$ cat config.mk
export PLATFORM = sky130hd
export DESIGN_NAME = seg_xlate_top
export DESIGN_NICKNAME = d
export VERILOG_FILES = /design/src/rtl/seg_xlate_pkg.sv /design/src/rtl/seg_xlate_table.sv /design/src/rtl/seg_xlate_match.sv /design/src/rtl/seg_xlate_prio.sv /design/src/rtl/seg_xlate_top.sv
export SDC_FILE = /design/constraint.sdc
export NUM_CORES = 2
export LEC_CHECK = 0
export BUFFER_PORTS_ARGS = -buffer_cell sky130_fd_sc_hd__buf_2
export CAP_MARGIN = 20
export CORE_AREA = 2 2 567 569
export DETAILED_ROUTE_END_ITERATION = 8
export DIE_AREA = 0 0 569 571
export PLACE_DENSITY_LB_ADDON = 0.05
export SLEW_MARGIN = 20
export SYNTH_ARGS = -nofsm -noshare
export SYNTH_HDL_FRONTEND = slang
export SYNTH_SLANG_ARGS = --single-unit
$ cat constraint.sdc
create_clock -name clk -period 23.6 [get_ports clk]
set_clock_uncertainty 0.05 [all_clocks]
set_input_delay 2.36 -clock clk [delete_from_list [all_inputs] [get_ports clk]]
set_output_delay 2.36 -clock clk [all_outputs]
set_load 0.1 [all_outputs]
$ cat src/rtl/seg_xlate_pkg.sv
package seg_xlate_pkg;

    typedef enum logic [1:0] {
        RES_NONE = 2'd0,
        RES_HIT  = 2'd1,
        RES_MISS = 2'd2,
        RES_PROT = 2'd3
    } res_kind_e;

    // effective number of masked bits, never beyond the address width
    function automatic int unsigned clamp_k(input int unsigned msk, input int unsigned lim);
        return (msk > lim) ? lim : msk;
    endfunction

endpackage

$ cat src/rtl/seg_xlate_table.sv
module seg_xlate_table #(
    parameter int N_ENT = 32,
    parameter int LA_W  = 23,
    parameter int PA_W  = 24,
    parameter int SZ_W  = 5,
    parameter int IDX_W = 5
) (
    input  logic                             clk,
    input  logic                             rst_n,
    input  logic                             wr_en,
    input  logic [IDX_W-1:0]                 wr_idx,
    input  logic [LA_W-1:0]                  wr_cmp,
    input  logic [SZ_W-1:0]                  wr_msk,
    input  logic [PA_W-1:0]                  wr_base,
    input  logic                             wr_vld,
    input  logic                             wr_ro,
    output logic [N_ENT-1:0]                 ent_vld,
    output logic [N_ENT-1:0]                 ent_ro,
    output logic [N_ENT-1:0][LA_W-1:0]       ent_cmp,
    output logic [N_ENT-1:0][SZ_W-1:0]       ent_msk,
    output logic [N_ENT-1:0][PA_W-1:0]       ent_base
);

    typedef struct packed {
        logic [N_ENT-1:0]           vld;
        logic [N_ENT-1:0]           ro;
        logic [N_ENT-1:0][LA_W-1:0] cmp;
        logic [N_ENT-1:0][SZ_W-1:0] msk;
        logic [N_ENT-1:0][PA_W-1:0] base;
    } tbl_t;

    tbl_t tbl_d, tbl_q;

    always_comb begin
        tbl_d = tbl_q;
        if (wr_en && (int'(wr_idx) < N_ENT)) begin
            tbl_d.vld[wr_idx]  = wr_vld;
            tbl_d.ro[wr_idx]   = wr_ro;
            tbl_d.cmp[wr_idx]  = wr_cmp;
            tbl_d.msk[wr_idx]  = wr_msk;
            tbl_d.base[wr_idx] = wr_base;
        end
    end

    always_ff @(posedge clk or negedge rst_n) begin
        if (!rst_n) begin
            tbl_q <= '0;
        end else begin
            tbl_q <= tbl_d;
        end
    end

    assign ent_vld  = tbl_q.vld;
    assign ent_ro   = tbl_q.ro;
    assign ent_cmp  = tbl_q.cmp;
    assign ent_msk  = tbl_q.msk;
    assign ent_base = tbl_q.base;

endmodule

$ cat src/rtl/seg_xlate_match.sv
module seg_xlate_match #(
    parameter int N_ENT = 32,
    parameter int LA_W  = 23,
    parameter int SZ_W  = 5
) (
    input  logic [LA_W-1:0]            la,
    input  logic [N_ENT-1:0]           ent_vld,
    input  logic [N_ENT-1:0][LA_W-1:0] ent_cmp,
    input  logic [N_ENT-1:0][SZ_W-1:0] ent_msk,
    output logic [N_ENT-1:0]           hit_vec
);
    import seg_xlate_pkg::*;

    for (genvar e = 0; e < N_ENT; e++) begin : g_ent
        logic [LA_W-1:0] hi_keep;
        always_comb begin
            hi_keep    = {LA_W{1'b1}} << clamp_k(int'(ent_msk[e]), LA_W);
            hit_vec[e] = ent_vld[e] && (((la ^ ent_cmp[e]) & hi_keep) == '0);
        end
    end

endmodule

$ cat src/rtl/seg_xlate_prio.sv
module seg_xlate_prio #(
    parameter int N_ENT = 32,
    parameter int IDX_W = 5
) (
    input  logic [N_ENT-1:0]  hit_vec,
    output logic              any,
    output logic              multi,
    output logic [IDX_W-1:0]  win
);

    int unsigned cnt;

    always_comb begin
        win = '0;
        cnt = 0;
        for (int e = N_ENT - 1; e >= 0; e--) begin
            if (hit_vec[e]) begin
                win = IDX_W'(e);
                cnt = cnt + 1;
            end
        end
        any   = (cnt != 0);
        multi = (cnt > 1);
    end

endmodule

$ cat src/rtl/seg_xlate_top.sv
module seg_xlate_top #(
    parameter  int N_ENT = 32,
    parameter  int LA_W  = 23,
    parameter  int PA_W  = 24,
    parameter  int SZ_W  = 5,
    localparam int IDX_W = (N_ENT > 1) ? $clog2(N_ENT) : 1
) (
    input  logic              clk,
    input  logic              rst_n,
    input  logic              req_vld,
    input  logic [LA_W-1:0]   req_addr,
    input  logic              req_wr,
    input  logic              ref_en,
    input  logic [IDX_W-1:0]  ref_idx,
    input  logic [LA_W-1:0]   ref_cmp,
    input  logic [SZ_W-1:0]   ref_msk,
    input  logic [PA_W-1:0]   ref_base,
    input  logic              ref_vld,
    input  logic              ref_ro,
    output logic              rsp_vld,
    output logic              rsp_hit,
    output logic              rsp_miss,
    output logic              rsp_prot,
    output logic              rsp_multi,
    output logic [IDX_W-1:0]  rsp_idx,
    output logic [PA_W-1:0]   rsp_paddr
);
    import seg_xlate_pkg::*;

    typedef struct packed {
        res_kind_e          kind;
        logic               multi;
        logic [IDX_W-1:0]   idx;
        logic [PA_W-1:0]    paddr;
    } rsp_t;

    logic [N_ENT-1:0]           ent_vld, ent_ro, hit_vec;
    logic [N_ENT-1:0][LA_W-1:0] ent_cmp;
    logic [N_ENT-1:0][SZ_W-1:0] ent_msk;
    logic [N_ENT-1:0][PA_W-1:0] ent_base;
    logic                       any_hit, multi_hit;
    logic [IDX_W-1:0]           win;
    logic [PA_W-1:0]            lo_keep;
    rsp_t                       rsp_d, rsp_q;

    seg_xlate_table #(
        .N_ENT(N_ENT), .LA_W(LA_W), .PA_W(PA_W), .SZ_W(SZ_W), .IDX_W(IDX_W)
    ) i_table (
        .clk(clk), .rst_n(rst_n),
        .wr_en(ref_en), .wr_idx(ref_idx), .wr_cmp(ref_cmp), .wr_msk(ref_msk),
        .wr_base(ref_base), .wr_vld(ref_vld), .wr_ro(ref_ro),
        .ent_vld(ent_vld), .ent_ro(ent_ro), .ent_cmp(ent_cmp),
        .ent_msk(ent_msk), .ent_base(ent_base)
    );

    seg_xlate_match #(
        .N_ENT(N_ENT), .LA_W(LA_W), .SZ_W(SZ_W)
    ) i_match (
        .la(req_addr), .ent_vld(ent_vld), .ent_cmp(ent_cmp),
        .ent_msk(ent_msk), .hit_vec(hit_vec)
    );

    seg_xlate_prio #(
        .N_ENT(N_ENT), .IDX_W(IDX_W)
    ) i_prio (
        .hit_vec(hit_vec), .any(any_hit), .multi(multi_hit), .win(win)
    );

    always_comb begin
        rsp_d   = '0;
        lo_keep = ~({PA_W{1'b1}} << clamp_k(int'(ent_msk[win]), LA_W));
        if (req_vld) begin
            if (!any_hit) begin
                rsp_d.kind = RES_MISS;
            end else begin
                rsp_d.multi = multi_hit;
                rsp_d.idx   = win;
                if (req_wr && ent_ro[win]) begin
                    rsp_d.kind = RES_PROT;
                end else begin
                    rsp_d.kind  = RES_HIT;
                    rsp_d.paddr = (ent_base[win] & ~lo_keep) |
                                  (PA_W'(req_addr) & lo_keep);
                end
            end
        end
    end

    always_ff @(posedge clk or negedge rst_n) begin
        if (!rst_n) begin
            rsp_q <= '0;
        end else begin
            rsp_q <= rsp_d;
        end
    end

    assign rsp_vld   = (rsp_q.kind != RES_NONE);
    assign rsp_hit   = (rsp_q.kind == RES_HIT);
    assign rsp_miss  = (rsp_q.kind == RES_MISS);
    assign rsp_prot  = (rsp_q.kind == RES_PROT);
    assign rsp_multi = rsp_q.multi;
    assign rsp_idx   = rsp_q.idx;
    assign rsp_paddr = rsp_q.paddr;

endmodule

## After elaboration in Yosys (flattened, before gate mapping)

Index checks and enable logic that the tools add are counted.

| operators by class | value |
|---|---|
| bitwise gates (word level) | 69 |
| order comparisons | 37 |
| shift operators | 33 |
| $add $sub $neg | 31 |
| mux-type cells | 121 |
| equal/unequal tests | 3 |
| reduce and logical (&&, ||, !) cells | 68 |

Operator list:

| operator | count |
|---|---|
| two-way mux 32 bit | 32 |
| left shift 23 x 32 -> 23 bit, first input constant | 32 |
| adder 32 x 1 -> 32 bit, second input constant | 30 |
| bitwise mux 768 bit | 1 |
| bitwise AND 23 bit | 32 |
| bitwise mux 736 bit | 1 |
| zero test 23 bit | 32 |
| bitwise XOR 23 bit | 32 |
| two-way mux 5 bit | 67 |
| greater-than comparator 5 bit, second input constant | 33 |
| bitwise mux 160 bit | 1 |
| binary-select mux 24 bit (select 5 bit) | 1 |
| demux 24 bit (select 5 bit) | 1 |
| demux 23 bit (select 5 bit) | 1 |
| two-way mux 24 bit | 3 |
| bitwise mux 32 bit | 2 |
| inverter 24 bit | 2 |
| logical AND 1 bit | 34 |
| greater-than comparator 32 x 1 -> 1 bit, second input constant | 1 |
| nonzero test 32 bit | 1 |
| two-way mux 30 bit | 1 |
| binary-select mux 5 bit (select 5 bit) | 1 |
| demux 5 bit (select 5 bit) | 1 |
| bitwise AND 23 x 24 -> 24 bit | 1 |
| other kinds (14) | 19 |

| word-level totals | value |
|---|---|
| bits of input ports | 87 |
| register bits after elaboration | 1760 |
| output and inout bits | 34 |
| word-level logic and storage cells | 464 |

## Depth between registers and ports, before layout

| logic depth | value |
|---|---|
| depth after elaboration | 72 |
| depth in mapped cells | 114 |

## Modules after synthesis

From an unflattened synthesis, not the netlist that was laid out.

| second synthesis, totals | value |
|---|---|
| cells, all modules | 7728 |
| area, all modules | 95277.6 um^2 |

By module, submodules not included:

| module | cells an instance | area each (um^2) | times used |
|---|---|---|---|
| seg_xlate_table | 3836 | 64391.8 | 1 |
| seg_xlate_match | 2356 | 15423.5 | 1 |
| seg_xlate_top | 709 | 9392.8 | 1 |
| seg_xlate_prio | 827 | 6069.6 | 1 |

## Worst setup path after synthesis

OpenSTA, ideal clock, no wires.

| timing path | value |
|---|---|
| path type | input -> register |
| start point | input req_addr[9] |
| end point | register rsp_q, in the netlist rsp_paddr[3] |
| setup time | 0.144 ns |
| buffers on the path | 5 |
| data required time | 23.406 ns |
| slack | -1.065 ns |
| stages on the path | 108 |
| arrival time | 24.471 ns |
| path through | clkbuf_1 -> buf_2 -> buf_1 -> clkbuf_1 -> xor2_1 -> a21oi_1 -> a21oi_1 -> nor4_1 -> nand4_1 -> or3_1 -> a2111o_1 -> ha_1 -> xnor2_1 -> ha_1 -> nand4b_1 -> o21ai_0 -> inv_1 -> ha_1 -> (+72 left out) -> ha_1 -> nand2_1 -> a21bo_2 -> ha_1 -> mux2_2 -> ha_1 -> nand3_1 -> nor2_1 -> mux2i_1 -> mux2i_1 -> xnor3_1 -> and3_1 -> o211a_1 -> mux2_4 -> or4_4 -> o211ai_4 -> buf_6 -> a211oi_1 |

RTL lines:

| what | RTL line | RTL |
|---|---|---|
| start: declaration | seg_xlate_top.sv:11 | `input logic [LA_W-1:0] req_addr,` |
| end signal: assignment | seg_xlate_top.sv:93 | `rsp_q <= rsp_d;` |
| end: declaration | seg_xlate_top.sv:44 | `rsp_t rsp_d, rsp_q;` |

==> qor.yml <==
holdPathStages: 1
htreeDepth: 4
tritoncts: "done"
grt_pass1_wl_microns: 593000
ys.flop_type: "dfrtp_1"
cellLeakagePower_uw: 0.0477
total_power_uw: 11500
vias: 72600
critPathMostFrequentCell: "ha_1"
grt_usage: 0.255
hold_end: "i_table.ent_base[490]$_DFFE_PN0P_"
slowest_stage: "a2111o_1"
final_cells: 13300
insertion_delay_ns: 0.92
tightest_slew_ns: 1.18
start_util: 0.299
drt-wirelength-per-cell_microns: 31.6
yosys_warnings: 0
viasPerCell: 5.45
clock-sinks: 1760
r2r-end: "rsp_paddr[2]$_DFF_PN0_"
power_density_nw_per_um2: 105
async_flop_share: 1.00
synth.area.top_cells: "dfrtp_1 (46%), mux2_2 (20%), nand2_1 (4.4%)"
antenna_found_initial: 51
initialDrtViolationCount: 6031
slew_violations: 0
gp_congestion: 0.848
final_cell_area_sq_um: 110000
synth_edf_count: 0
synth_top_area_share: 0.462
setup_violations: 0
synth_top_cells_by_count: "dfrtp_1 (1,760), mux2_2 (1,718), nand2_1 (1,106)"
drive_gt1_frac: 0.307
postLayoutSetupSlackWorst_ns: 0.776
placed_area_sq_um: 102000
ys_ff_latch: 1760
yosysUniqueCellTypes: 107
cts.clk_slew.worst_paths_ns: 0.06
row_count: 208
netlist_area_sq_um: 95400
holdWs_ns: 0.452
portBuffers: 120
arrival_ns: 23.52
critPathRequiredTime_ns: 24.30
clk_path_buf_depth: 4
syn-num-nets: 9087
fmax_mhz: 43.8
synth_area_per_cell_sq_um: 10.6
totalWireLength_microns: 420000
ant_nets: 0
hp-start: "i_table.ent_base[490]$_DFFE_PN0P_"
hold_path_class: "reg2reg"
max-cap-violations: 0
die_w_microns: 569
fin_crit_ns: 22.82
synthToLayoutAreaGrowth_pct: 14.9
fin_nets: 9041
r2r_cells: 106
max_slew_margin: 0.211
io_pins: 121
drtPass1Iterations: 8
yosysTopAreaCell: "dfrtp_1"
end_kind: "register"
root_buffer: "clkbuf_16"
dp_hpwl_microns: 254000
timing.reg2reg.setup_slack_ns: 1.78
syn_inst: 8967
path_max_fanout: 6
status: "complete, no violations"
hold_viol_final: 0
path_class: "in2reg"
min_period_over_period: 0.967
cts_buffers: 218
ir_drop_v: 0.0000809
grt_pass1_vias: 73600
post-route-drc-count: 0
fp.dieH_microns: 571
dp.cells: 12900
slowest_delay_ns: 0.52
dieArea_sq_um: 325000
rr_startpoint: "i_table.ent_msk[153]$_DFFE_PN0P_"
ctsHoldBuffers: 0
crit_path_start_kind: "input pin"
core_area_sq_um: 319000
dp_slack_ns: -1.36
yosysMostFrequentCell: "dfrtp_1"
synth.yosys.seq_area_share: 0.462
overflow: 0
grt_start_max_net_pins: 160
[report_power, final]
group          switching [uW]  internal, uW
sequential                533          3620
clock                    1430          2070
combinational            2480          1380
[worst max-delay path: cells and delay by family]
kind | cells | cell delay (ns)
fa+ha+maj | 28 | 7.30
simple gates | 33 | 5.48
mux | 13 | 3.28
compound gates | 20 | 3.26
buf+inv | 10 | 1.11
xor+xnor | 3 | 0.66
[cells by family (layout without fill, tap and decap cells)]
kind of cell	after synthesis	count (layout)	share of synthesized area
and+or+nand+nor	2237	2237	0.107
DFF	1760	1760	0.462
muxes	1753	1753	0.207
AOI/OAI and AO/OA	1395	1395	0.0967
buffers and inverters	910	1040	0.0377
xor gates and xnor gates	870	870	0.0845
adders and majority gates	42	42	0.00529
other	0	16	0
[cell type report]
type	count	area, sq um
Tap cell	4200	5260
Sequential cell	1760	44000
Multi-Input combinational cell	6297	48500
Timing Repair Buffer	536	4060
Clock buffer	329	6470
Antenna cell	16	40.0
Fill cell	32100	210000
Inverter	108	405
Clock inverter	67	851
[sequential cells by signal, indices dropped and copies added, names as in the netlist]
name	cells
i_table.ent_base	768
i_table.ent_cmp	736
i_table.ent_msk	160
i_table.ent_ro	32
i_table.ent_vld	32
rsp_paddr	24
rsp_idx	5
rsp_q	2
rsp_multi	1
[layout by cell type (no fill, tap or decap), types with 33 or more instances in the layout]
master / netlist / layout
xnor2_1: 428 / 424
a211oi_1: 48 / 48
o21ai_0: 289 / 286
buf_4: 30 / 419
nor2_1: 236 / 217
o22ai_1: 34 / 34
nor4_1: 47 / 44
a21oi_1: 349 / 340
nor3_1: 84 / 80
mux2_2: 1718 / 1717
nand2b_1: 43 / 40
nand3_1: 401 / 400
inv_1: 107 / 104
clkbuf_1: 627 / 53
xor2_1: 404 / 404
dfrtp_1: 1760 / 1760
buf_2: 43 / 96
nor2b_1: 53 / 51
o221ai_1: 61 / 61
a31oi_1: 158 / 157
clkbuf_8: 0 / 56
clkbuf_16: 0 / 221
and3_1: 66 / 65
nand2_1: 1106 / 1086
clkinv_2: 0 / 33
[per-layer routing]
metal  GRT usage  part of all wire
met1       0.341              0.45
met2       0.425              0.47
met3      0.0312             0.046
met4      0.0842             0.038
met5           0           0.00015
[timing repair]
action / 4_1_cts / 5_1_grt
buffers inserted: 2 / 11
cloned: 1 / 1
pin swaps: 3 / 21
gates resized for setup: 14 / 39
setup endpoints to repair: 31 / 32
hold endpoints to repair: 0 / 0
[worst max-delay path by stage]
stage | from | to | slack (ns) | cells past startpoint
after floorplan | req_addr[9] | rsp_paddr[3]$_DFF_PN0_ | 0.02 | 110
after global placement | req_addr[9] | rsp_paddr[3]$_DFF_PN0_ | -1.42 | 106
after detailed placement | req_addr[9] | rsp_paddr[2]$_DFF_PN0_ | -1.36 | 106
after CTS | req_addr[9] | rsp_paddr[2]$_DFF_PN0_ | 0.009 | 107
after global routing | req_addr[18] | rsp_paddr[2]$_DFF_PN0_ | -0.16 | 109
final | req_addr[18] | rsp_paddr[2]$_DFF_PN0_ | 0.78 | 107
[through the flow]
step	setup TNS [ns]	utilization
after global routing	-3.04	0.343
after floorplan	0	-
after detailed placement	-40.81	0.318
after CTS	0	0.342
final	0	0.343
after global placement	-42.57	0.318
Note: power is estimated with default switching activity, not from simulation.
